[src/rtl/txr_pkg.sv]
package txr_pkg;
    // Descriptor word 0 layout (decoded by software, so positions are fixed)
    localparam int unsigned OWN_BIT   = 31;
    localparam int unsigned FIRST_BIT = 29;
    localparam int unsigned LAST_BIT  = 28;
    localparam int unsigned EOR_BIT   = 15;
    localparam int unsigned CNT_W     = 14;
    localparam int unsigned WORD_W    = 32;
    localparam int unsigned LANES     = WORD_W / 8;
    localparam int unsigned LANE_W    = $clog2(LANES);
    localparam int unsigned SLOT_BYTES = 16;
    localparam int unsigned BUFPTR_OFS = 12;

    typedef enum logic [3:0] {
        ST_IDLE,
        ST_RD_W0,
        ST_CAP_W0,
        ST_RD_W3,
        ST_CAP_W3,
        ST_RD_BUF,
        ST_CAP_BUF,
        ST_SEND,
        ST_WB
    } txr_state_e;
endpackage

[src/rtl/tx_ring_ptr.sv]
module tx_ring_ptr #(
    parameter int unsigned AW = 32
) (
    input  logic          clk,
    input  logic          rst_n,
    input  logic          base_we,
    input  logic [AW-1:0] base_in,
    input  logic          load,
    input  logic          step,
    input  logic          wrap,
    output logic [AW-1:0] cur_o
);
    import txr_pkg::*;

    typedef struct packed {
        logic [AW-1:0] base;
        logic [AW-1:0] cur;
    } ptr_regs_t;

    ptr_regs_t r_d, r_q;

    always_comb begin
        r_d = r_q;
        if (base_we) begin
            r_d.base = {base_in[AW-1:4], 4'b0000};
        end
        if (load) begin
            r_d.cur = r_q.base;
        end else if (step) begin
            r_d.cur = wrap ? r_q.base : r_q.cur + AW'(SLOT_BYTES);
        end
    end

    always_ff @(posedge clk or negedge rst_n) begin
        if (!rst_n) begin
            r_q <= '0;
        end else begin
            r_q <= r_d;
        end
    end

    assign cur_o = r_q.cur;
endmodule

[src/rtl/tx_byte_pick.sv]
module tx_byte_pick
    import txr_pkg::*;
(
    input  logic [WORD_W-1:0] word_i,
    input  logic [LANE_W-1:0] sel_i,
    output logic [7:0]        byte_o
);
    logic [7:0] lanes [LANES];

    for (genvar g = 0; g < LANES; g++) begin : g_lane
        assign lanes[g] = word_i[8*g +: 8];
    end

    assign byte_o = lanes[sel_i];
endmodule

[src/rtl/tx_ring_dma.sv]
module tx_ring_dma
    import txr_pkg::*;
#(
    parameter int unsigned AW = 32
) (
    input  logic          clk,
    input  logic          rst_n,
    input  logic          base_wr,
    input  logic [AW-1:0] base_wdata,
    input  logic          dma_en,
    input  logic          poll_wr,
    output logic          mem_req,
    output logic          mem_we,
    output logic [AW-1:0] mem_addr,
    output logic [31:0]   mem_wdata,
    input  logic [31:0]   mem_rdata,
    output logic          tx_valid,
    input  logic          tx_ready,
    output logic [7:0]    tx_data,
    output logic          tx_sof,
    output logic          tx_eof,
    output logic          frame_done
);
    typedef struct packed {
        txr_state_e         st;
        logic [WORD_W-1:0]  w0;
        logic [AW-1:0]      bufp;
        logic [CNT_W-1:0]   left;
        logic [WORD_W-1:0]  word;
        logic [LANE_W-1:0]  lane;
        logic               sof_pend;
        logic               en;
    } eng_regs_t;

    eng_regs_t s_d, s_q;
    logic [AW-1:0] cur;
    logic          ptr_load, ptr_step, ptr_wrap;

    tx_ring_ptr #(.AW(AW)) u_ptr (
        .clk     (clk),
        .rst_n   (rst_n),
        .base_we (base_wr),
        .base_in (base_wdata),
        .load    (ptr_load),
        .step    (ptr_step),
        .wrap    (ptr_wrap),
        .cur_o   (cur)
    );

    tx_byte_pick u_pick (
        .word_i (s_q.word),
        .sel_i  (s_q.lane),
        .byte_o (tx_data)
    );

    always_comb begin
        s_d        = s_q;
        mem_req    = 1'b0;
        mem_we     = 1'b0;
        mem_addr   = cur;
        mem_wdata  = '0;
        tx_valid   = 1'b0;
        tx_sof     = 1'b0;
        tx_eof     = 1'b0;
        frame_done = 1'b0;
        ptr_step   = 1'b0;
        ptr_wrap   = 1'b0;
        ptr_load   = dma_en && !s_q.en;
        s_d.en     = dma_en;

        unique case (s_q.st)
            ST_IDLE: begin
                if (poll_wr) s_d.st = ST_RD_W0;
            end
            ST_RD_W0: begin
                mem_req = 1'b1;
                s_d.st  = ST_CAP_W0;
            end
            ST_CAP_W0: begin
                s_d.w0 = mem_rdata;
                s_d.st = mem_rdata[OWN_BIT] ? ST_RD_W3 : ST_IDLE;
            end
            ST_RD_W3: begin
                mem_req  = 1'b1;
                mem_addr = cur + AW'(BUFPTR_OFS);
                s_d.st   = ST_CAP_W3;
            end
            ST_CAP_W3: begin
                s_d.bufp     = {mem_rdata[AW-1:2], 2'b00};
                s_d.left     = s_q.w0[CNT_W-1:0];
                s_d.lane     = '0;
                s_d.sof_pend = 1'b1;
                s_d.st       = (s_q.w0[CNT_W-1:0] == '0) ? ST_WB : ST_RD_BUF;
            end
            ST_RD_BUF: begin
                mem_req  = 1'b1;
                mem_addr = s_q.bufp;
                s_d.st   = ST_CAP_BUF;
            end
            ST_CAP_BUF: begin
                s_d.word = mem_rdata;
                s_d.st   = ST_SEND;
            end
            ST_SEND: begin
                tx_valid = 1'b1;
                tx_sof   = s_q.sof_pend && s_q.w0[FIRST_BIT];
                tx_eof   = (s_q.left == CNT_W'(1)) && s_q.w0[LAST_BIT];
                if (tx_ready) begin
                    s_d.sof_pend = 1'b0;
                    s_d.left     = s_q.left - CNT_W'(1);
                    s_d.lane     = s_q.lane + LANE_W'(1);
                    if (s_q.left == CNT_W'(1)) begin
                        s_d.st = ST_WB;
                    end else if (s_q.lane == LANE_W'(LANES - 1)) begin
                        s_d.bufp = s_q.bufp + AW'(LANES);
                        s_d.st   = ST_RD_BUF;
                    end
                end
            end
            ST_WB: begin
                mem_req    = 1'b1;
                mem_we     = 1'b1;
                mem_wdata  = s_q.w0 & ~(WORD_W'(1) << OWN_BIT);
                frame_done = s_q.w0[LAST_BIT];
                ptr_step   = 1'b1;
                ptr_wrap   = s_q.w0[EOR_BIT];
                s_d.st     = ST_RD_W0;
            end
            default: s_d.st = ST_IDLE;
        endcase

        if (!dma_en) s_d.st = ST_IDLE;
    end

    always_ff @(posedge clk or negedge rst_n) begin
        if (!rst_n) begin
            s_q    <= '0;
            s_q.st <= ST_IDLE;
        end else begin
            s_q <= s_d;
        end
    end
endmodule

[config.mk]
export PLATFORM = sky130hd
export DESIGN_NAME = tx_ring_dma
export DESIGN_NICKNAME = d
export VERILOG_FILES = /design/src/rtl/txr_pkg.sv /design/src/rtl/tx_ring_ptr.sv /design/src/rtl/tx_byte_pick.sv /design/src/rtl/tx_ring_dma.sv
export SDC_FILE = /design/constraint.sdc
export NUM_CORES = 1
export LEC_CHECK = 0
export ABC_CLOCK_PERIOD_IN_PS = 8000
export CORE_UTILIZATION = 45
export DETAILED_ROUTE_END_ITERATION = 7
export MAX_ROUTING_LAYER = met4
export PLACE_DENSITY = 0.7
export RECOVER_POWER = 50
export SYNTH_ARGS = -nofsm -noshare
export SYNTH_HDL_FRONTEND = slang
export SYNTH_HIERARCHICAL = 1
export SYNTH_SLANG_ARGS = --single-unit
[constraint.sdc]
create_clock -name clk -period 8 [get_ports clk]
set_input_delay 0.8 -clock clk [delete_from_list [all_inputs] [get_ports clk]]
set_output_delay 0.8 -clock clk [all_outputs]
set_load 0.01 [all_outputs]
### Yosys cells after proc, flatten, opt, wreduce, memory -nomap -nowiden

Index checks and enable logic that the tools add are counted.

* register bits: 177
* input port bits: 70
* output and inout port bits: 78
* logic and storage cells: 74

* $add $sub $neg: 5
* order comparisons: 1
* equal/unequal tests: 16
* multiplexer cells: 29
* bitwise operators: 1
* reductions and logical operators: 12

Operators with widths (number)
* 32-bit 2-to-1 mux: 5
* 46-bit case mux with 2 select lines: 1
* 32-bit case mux with 2 select lines: 1
* 46-bit 2-to-1 mux: 1
* 4-bit case mux with 9 select lines: 1
* 32-bit by 3-bit adder with 32-bit output (second input constant): 1
* 32-bit by 4-bit adder with 32-bit output (second input constant): 1
* 32-bit by 5-bit adder with 32-bit output (second input constant): 1
* 31-bit 2-to-1 mux: 1
* 4-bit 2-to-1 mux: 6
* 8-bit binary-select mux with 2-bit select: 1
* 4-bit by 3-bit == test with 1-bit output (second input constant): 4
* 8-bit 2-to-1 mux: 2
* 14-bit by 1-bit == test with 1-bit output (second input constant): 1
* 14-bit zero test: 1
* 14-bit by 1-bit subtractor with 14-bit output (second input constant): 1
* 4-bit by 2-bit == test with 1-bit output (second input constant): 2
* 1-bit 2-to-1 mux: 7
* 2-bit != test (second input constant): 3
* 3-bit != test (second input constant): 2
* 3-bit case mux with 2 select lines: 1
* 4-bit by 1-bit == test with 1-bit output (second input constant): 1
* 4-bit == test (second input constant): 1
* 4-bit zero test: 1
* 14 further kinds: 17

### Longest topological paths before layout

Gate-level depths: netlist of the first run.

* depth in word-level cells: 6
* gate-level depth with buffers: 11

### Modules after synthesis

The synthesis of the first run kept the hierarchy.

Modules (own cells, without submodules)
* tx_ring_dma: times used 1, cells an instance 766, area each 6965.4 um2, sequential area each 2877.8 um2
* tx_ring_ptr: times used 1, cells an instance 313, area each 3133.0 um2, sequential area each 1401.3 um2
* tx_byte_pick: times used 1, cells an instance 10, area each 196.4 um2, sequential area each 0.0 um2

### Worst setup path before layout of the first run

No wires, ideal clock.

* path kind: register to register
* start: register s_q[117] (netlist name)
* end: register u_ptr.r_q (netlist bit u_ptr/cur_o[29])
* data arrival time: 2.534 ns
* data required time: 7.901 ns
* slack: 5.367 ns
* stages on the path, launching flop included: 11
* period minus slack after synthesis: 2.633 ns
* cells stage by stage: dfrtp_1 > clkbuf_1 > inv_1 > nor4_1 > clkbuf_1 > buf_2 > or2_1 > buf_2 > nand4_1 > o31a_1 > a311oi_1

RTL lines
* start, declared: line tx_ring_dma.sv:35 `eng_regs_t s_d, s_q;`
* 4-bit == test
* 1-bit 2-to-1 mux
* named net mem_we: line tx_ring_dma.sv:13 `output logic mem_we,`
* 2-bit nonzero test (no source line)
* end signal, assigned: line tx_ring_ptr.sv:38 `r_q <= r_d;`
* end, declared: line tx_ring_ptr.sv:20 `ptr_regs_t r_d, r_q;`

The timed path passes the listed nets, and every way through them passes these cells. The select of a mux whose other input is x is not followed.
A chain may end at the register's enable or synchronous reset.

### Worst setup path after layout of the first run

* start: register s_q[117] (netlist name)
* end: output tx_sof

* word-level cells in the longest chain between the ends: 2

RTL lines
* 4-bit by 3-bit == test with 1-bit output: line tx_ring_dma.sv:71 `unique case (s_q.st)`
* 1-bit 2-to-1 mux: line tx_ring_dma.sv:71
* end, declared: line tx_ring_dma.sv:20 `output logic tx_sof,`

Every way passes these cells.

==> results of run 1 <==
==> path summary, 6_finish.rpt <==
path / from / to / slack [ns] / cells after the start
worst max-delay path: s_q[117] / tx_sof / 2.53 / 5
worst min-delay path: s_q[1] / s_q[1] / 0.48 / 2
worst max register to register: s_q[117] / s_q[64] / 2.76 / 7
worst min register to register: s_q[1] / s_q[1] / 0.48 / 2
max in group asynchronous: rst_n / s_q[97] / 3.70 / 2
min in group asynchronous: rst_n / u_ptr/r_q[42] / 0.52 / 1
==> metrics by stage <==
step	setup WS (ns)	cell area [µm²]	hold slack, ns
after global placement	4.34	11600	0.460
after global routing	2.14	12100	0.517
final	2.53	12100	0.480
after floorplan	5.37	10300	0.439
after CTS	3.85	12200	0.479
after detailed placement	4.30	11600	0.463
==> sequential cells by signal (all words and copies together) (netlist names) <==
| signal | count |
|---|---|
| u_ptr/r_q | 28 |
| s_q | 115 |
| u_ptr/cur_o | 28 |
==> routing by layer <==
layer,wire length (µm),track usage (%)
met3,1580,3.97
met5,0,-
met2,14000,41.0
met1,13000,34.9
met4,444,5.77
==> area by class of cell <==
cell class	count	area share [%]
flip-flops and latches	171	35.3
inverters	18	0.557
well taps	280	2.89
repair buffers	154	12.3
clock buffers	20	3.68
clock inverters	11	0.918
multi-input cells	794	44.4
==> logic make-up (layout without fill, tap and decap cells) <==
| family | count (synthesis) | count (layout) | share of synthesized area [%] |
|---|---|---|---|
| AOI/OAI and AO/OA | 287 | 287 | 18.5 |
| adders and majority gates | 6 | 6 | 0.729 |
| buffers and inverters | 127 | 203 | 6.42 |
| DFF | 171 | 171 | 41.6 |
| muxes | 105 | 105 | 12.3 |
| other | 2 | 5 | 0.0729 |
| and+or+nand+nor | 391 | 391 | 20.4 |
==> worst max-delay path: stages, from the launching register on <==
cell	delay (ns)
dfrtp_1	0.58
nand4b_1	0.17
clkbuf_1	1.84
inv_1	0.74
and3_1	0.44
clkdlybuf4s50_1	0.47
==> cells in the mapped netlist, types with 4 or more instances <==
| cell type | count | area share, % |
|---|---|---|
| a2bb2oi_1 | 4 | 0.34 |
| a31oi_1 | 20 | 1.2 |
| o22ai_1 | 16 | 0.97 |
| inv_1 | 18 | 0.66 |
| nor2b_1 | 4 | 0.24 |
| o211ai_1 | 13 | 0.95 |
| mux2_2 | 91 | 10 |
| nand2_1 | 91 | 3.3 |
| a221o_1 | 5 | 0.49 |
| o22a_1 | 12 | 1.0 |
| ha_1 | 6 | 0.73 |
| or2_2 | 5 | 0.30 |
| a21o_1 | 4 | 0.29 |
| and3_1 | 19 | 1.2 |
| nand4_1 | 23 | 1.4 |
| a32oi_1 | 13 | 1.1 |
| a311oi_1 | 7 | 0.60 |
| o21ai_1 | 11 | 0.53 |
| nand2b_1 | 7 | 0.43 |
| nand3_1 | 41 | 2.0 |
| mux4_2 | 8 | 1.8 |
| nor4_1 | 15 | 0.91 |
| a22oi_1 | 16 | 1.2 |
| o311ai_0 | 11 | 0.94 |
| a21oi_1 | 69 | 3.4 |
| buf_2 | 14 | 0.68 |
| o21ai_0 | 49 | 2.4 |
| buf_1 | 5 | 0.18 |
| dfrtp_1 | 171 | 42 |
| and4_1 | 12 | 1.0 |
| a41oi_1 | 4 | 0.34 |
| or3_1 | 6 | 0.36 |
| mux2i_1 | 6 | 0.58 |
| or4_1 | 4 | 0.29 |
| nor3_1 | 26 | 1.3 |
| o2bb2ai_1 | 6 | 0.51 |
| and2_1 | 40 | 2.4 |
| clkbuf_1 | 48 | 1.8 |
| nor2_1 | 69 | 2.5 |
| o21a_1 | 4 | 0.29 |
| o311ai_1 | 5 | 0.43 |
| buf_4 | 38 | 2.8 |
==> power by group <==
group	internal [W]	switching, W	total [W]
logic	0.000366	0.000320	0.000686
registers	0.00111	0.000331	0.00144
clock network	0.000440	0.000367	0.000808
==> results.py, run 1 <==
metrics = {
    "clock_tree": {
        "cts_made_buffers": 17,
        "cts_tree": "done",
        "clk_latency_ns": 0.43,
        "holdBufCountCts": 0,
        "ctsResizeCount": 0,
        "clock_sinks": 171,
        "clkTransAtPathRegs_ns": 0.07,
        "root_buffer": "clkbuf_16",
        "cts_setup_buffers": 0,
        "clockBufferDepth": 2,
        "htree_levels": 4,
    },
    "placement": {
        "placed_cells": 1417,
        "gp_congestion": 0.885,
        "port_buffers": 140,
        "dpl.hpwl_um": 20300,
    },
    "timing": {
        "relSlewSlack_pct": -126,
        "finalSetupViolations": 0,
        "fin_crit_ns": 5.47,
        "drv_slew": 188,
        "fin_crit_sh_pct": 68.4,
        "fin_tns_setup_ns": 0,
        "hold_viol_final": 0,
        "worst_clock_skew_ns": 0.0121,
        "tightest_slew_ns": 3.39,
        "timing.fmax_mhz": 183,
        "rsz0062_at_grt": "no",
    },
    "floorplanning": {
        "std_cell_rows": 54,
        "core_area_um2": 22100,
        "die_area_um2": 23500,
        "pin_count": 148,
        "die_height_um": 153,
        "die-width_um": 153,
        "start_util_pct": 46.6,
    },
    "flow_run": {
        "cap_viol_max_count": 4,
    },
    "synthesis": {
        "seq_area_frac_synth_pct": 41.6,
        "synth-edff-count": 0,
        "avgSynthCellArea_um2": 9.45,
        "synthArstFlopShare_pct": 100,
        "ys.flop_type": "dfrtp_1",
        "ys_seq_elements": 171,
        "ys_types": 77,
        "yosysWarnings": 6,
        "netlist_area_um2": 10300,
        "synthCells": 1089,
    },
    "setup_path": {
        "path_max_fanout": 58,
        "critPathKind": "flop to primary output",
        "start_kind": "flop",
        "arrival_ns": 4.67,
        "required_ns": 7.20,
        "endpoint_kind": "primary output",
    },
    "power_and_ir_drop": {
        "power_density_nw_per_um2": 242,
        "p_total_w": 0.00293,
        "ir_drop_mv": 0.162,
        "power.leakage_nw": 4.79,
    },
    "finish": {
        "final_cell_count_no_fill": 1448,
        "layout.nets": 1232,
        "syn_to_final_growth_pct": 17.8,
        "antenna_cells": 0,
        "post-route-util_pct": 54.9,
        "nFillCells": 1934,
        "seq_area_um2": 4280,
        "drive_gt1_share_pct": 13.7,
        "layout_commonest_cell": "dfrtp_1",
        "multi_input_area_um2": 5380,
        "layout_common_cells": "dfrtp_1, clkdlybuf4s50_1, nand2_1, mux2_2, a21oi_1",
    },
    "drt": {
        "drt-total-wl_um": 29000,
        "num_vias": 8998,
        "initialDrtViolationCount": 750,
        "drc": 0,
        "ant_nets": 0,
        "drtPass1Iterations": 5,
        "via_per_inst": 6.21,
        "routedWlPerCell_um": 20.1,
    },
    "grt": {
        "antenna_found_initial": 0,
        "grt_pass1_wl_um": 47000,
        "gr-usage-all-layers_pct": 25.9,
        "grt_pass1_vias": 8496,
        "gr-total-overflow": 0,
        "grt_max_degree": 110,
    },
    "run_status": {
        "failed_checks": "max-capacitance violations, max-slew violations",
        "status": "complete, but fails checks",
    },
    "min_path": {
        "hp-class": "flop to flop",
    },
}
Power figures use the tool's default switching activity.
==> run 2: changes to the inputs <==
- ABC_CLOCK_PERIOD_IN_PS: 8000 -> 5500
- clock period: 8 -> 5.5 ns (I/O delays scaled with it)
==> run 2 against run 1 <==
Net effect: the flow still finishes with violations (max-capacitance violations, max-slew violations); largest power group unchanged; sequential power grew 46%; global-route usage is essentially flat; register-to-register slack lost 0.28 ns; non-clock buffer count grew 2; die area is the same; critical path type is now input port to asynchronous set/reset pin; critical path depth shrank 3; worst hold slack lost 0.0060 ns.
==> results.py, run 2 (synthesis results as in run 1) <==
metrics = {
    "grt": {
        "grt_pass1_vias": 8544,
        "gr-total-overflow": 0,
        "grt_max_degree": 71,
        "grt_pass1_wl_um": 46800,
        "gr-usage-all-layers_pct": 25.9,
        "antenna_found_initial": 0,
    },
    "finish": {
        "design_area_um2": 12200,
        "multi_input_area_um2": 5390,
        "layout_commonest_cell": "dfrtp_1",
        "top_register": "s_q",
        "syn_to_final_growth_pct": 18.3,
        "layout.nets": 1234,
        "layout_common_cells": "dfrtp_1, clkdlybuf4s50_1, nand2_1, mux2_2, a21oi_1",
        "largest_reg_flops": 115,
        "seq_area_um2": 4280,
        "drive_gt1_share_pct": 14.5,
        "nFillCells": 1951,
    },
    "run_status": {
        "failed_checks": "max-capacitance violations, max-slew violations",
        "status": "complete, but fails checks",
    },
    "timing": {
        "fin_tns_setup_ns": 0,
        "drv_slew": 133,
        "fin_crit_ns": 3.90,
        "rsz0062_at_grt": "no",
        "hold_ws_ns": 0.474,
        "tightest_slew_ns": 4.06,
        "hold_viol_final": 0,
        "timing.fmax_mhz": 256,
        "relSlewSlack_pct": -170,
        "finalWorstSetupSlack_ns": 1.60,
        "worst_clock_skew_ns": 0.0130,
        "finalSetupViolations": 0,
        "fin_crit_sh_pct": 70.9,
    },
    "placement": {
        "port_buffers": 140,
        "gp_congestion": 0.879,
        "pre_cts_ws_ns": 2.13,
        "dpl.hpwl_um": 20400,
        "dpl-instance-area_um2": 11600,
    },
    "clock_tree": {
        "clk_latency_ns": 0.43,
        "ctsResizeCount": 0,
        "clockBufferDepth": 2,
        "cts_made_buffers": 17,
        "clkTransAtPathRegs_ns": 0.07,
        "htree_levels": 4,
        "cts_setup_buffers": 0,
        "clock_sinks": 171,
        "holdBufCountCts": 0,
        "root_buffer": "clkbuf_16",
        "cts_tree": "done",
    },
    "setup_path": {
        "path_max_fanout": 70,
        "ff2ff_path_depth": 8,
        "crit_buf_inv": 2,
        "cp_cell_sequence": "clkbuf_1, buf_4",
        "crit_slowest_cell": "clkbuf_1",
        "arrival_ns": 4.39,
        "start_kind": "input port",
        "critPathMaxStageDelay_ns": 2.77,
        "critPathKind": "input port to asynchronous set/reset pin",
        "required_ns": 5.99,
        "r2r_setup_slack_ns": 2.48,
        "critPathTopFamily": "buffers and inverters",
        "endpoint_kind": "asynchronous set/reset pin",
        "crit_cells": 2,
    },
    "floorplanning": {
        "start_util_pct": 46.6,
        "std_cell_rows": 54,
        "die_height_um": 153,
        "core_area_um2": 22100,
        "die_area_um2": 23500,
        "die-width_um": 153,
        "pin_count": 148,
    },
    "power_and_ir_drop": {
        "ir_drop_mv": 0.186,
        "p_total_w": 0.00431,
        "power_density_nw_per_um2": 354,
        "power.leakage_nw": 4.84,
    },
    "drt": {
        "num_vias": 9028,
        "ant_nets": 0,
        "initialDrtViolationCount": 734,
        "drc": 0,
        "drtPass1Iterations": 5,
        "via_per_inst": 6.22,
        "routedWlPerCell_um": 20.0,
        "drt-total-wl_um": 29000,
    },
    "min_path": {
        "hold_path_depth": 2,
        "hp-class": "flop to flop",
    },
    "flow_run": {
        "cap_viol_max_count": 3,
    },
}
-- run 2: report_power, final --
group          total [W]  switching [W]  internal [W]
Combinational   0.000997       0.000465      0.000532
Clock            0.00122       0.000566      0.000656
Sequential       0.00210       0.000483       0.00161
-- run 2: final cells by class --
| class | count | area share [%] |
|---|---|---|
| well taps | 280 | 2.88 |
| clock buffers | 18 | 3.60 |
| clock inverters | 14 | 1.21 |
| flip-flops and latches | 171 | 35.1 |
| repair buffers | 156 | 12.4 |
| inverters | 18 | 0.555 |
| multi-input cells | 794 | 44.2 |
| diodes | 1 | 0.0205 |
-- run 2: final timing paths --
check	start	to
setup / recovery	rst_n	s_q[67]
max in group clk	s_q[117]	mem_addr[16]
setup reg to reg	s_q[117]	u_ptr/cur_o[20]
min in group asynchronous	rst_n	u_ptr/r_q[42]
hold / removal	s_q[1]	s_q[1]
hold reg to reg	s_q[1]	s_q[1]
-- run 2: worst min-delay path, delay by kind of cell, from the launching register on --
kind / cells / cell delay (ns)
flops: 1 / 0.34
simple gates: 2 / 0.10
-- run 2: layer usage --
metal,track usage (%),vias up,part of all wire (%)
li1,-,4195,-
met1,35.1,4468,45
met2,40.4,324,48
met3,3.40,41,5.5
met4,7.41,0,1.9
met5,-,-,0
-- run 2: stage by stage --
step	instances	util (%)
2_1_floorplan	1092	-
3_3_place_gp	1419	52.5
3_5_place_dp	1419	52.5
4_1_cts	1451	55.2
5_1_grt	1451	55.1
6_report	1452	55.1
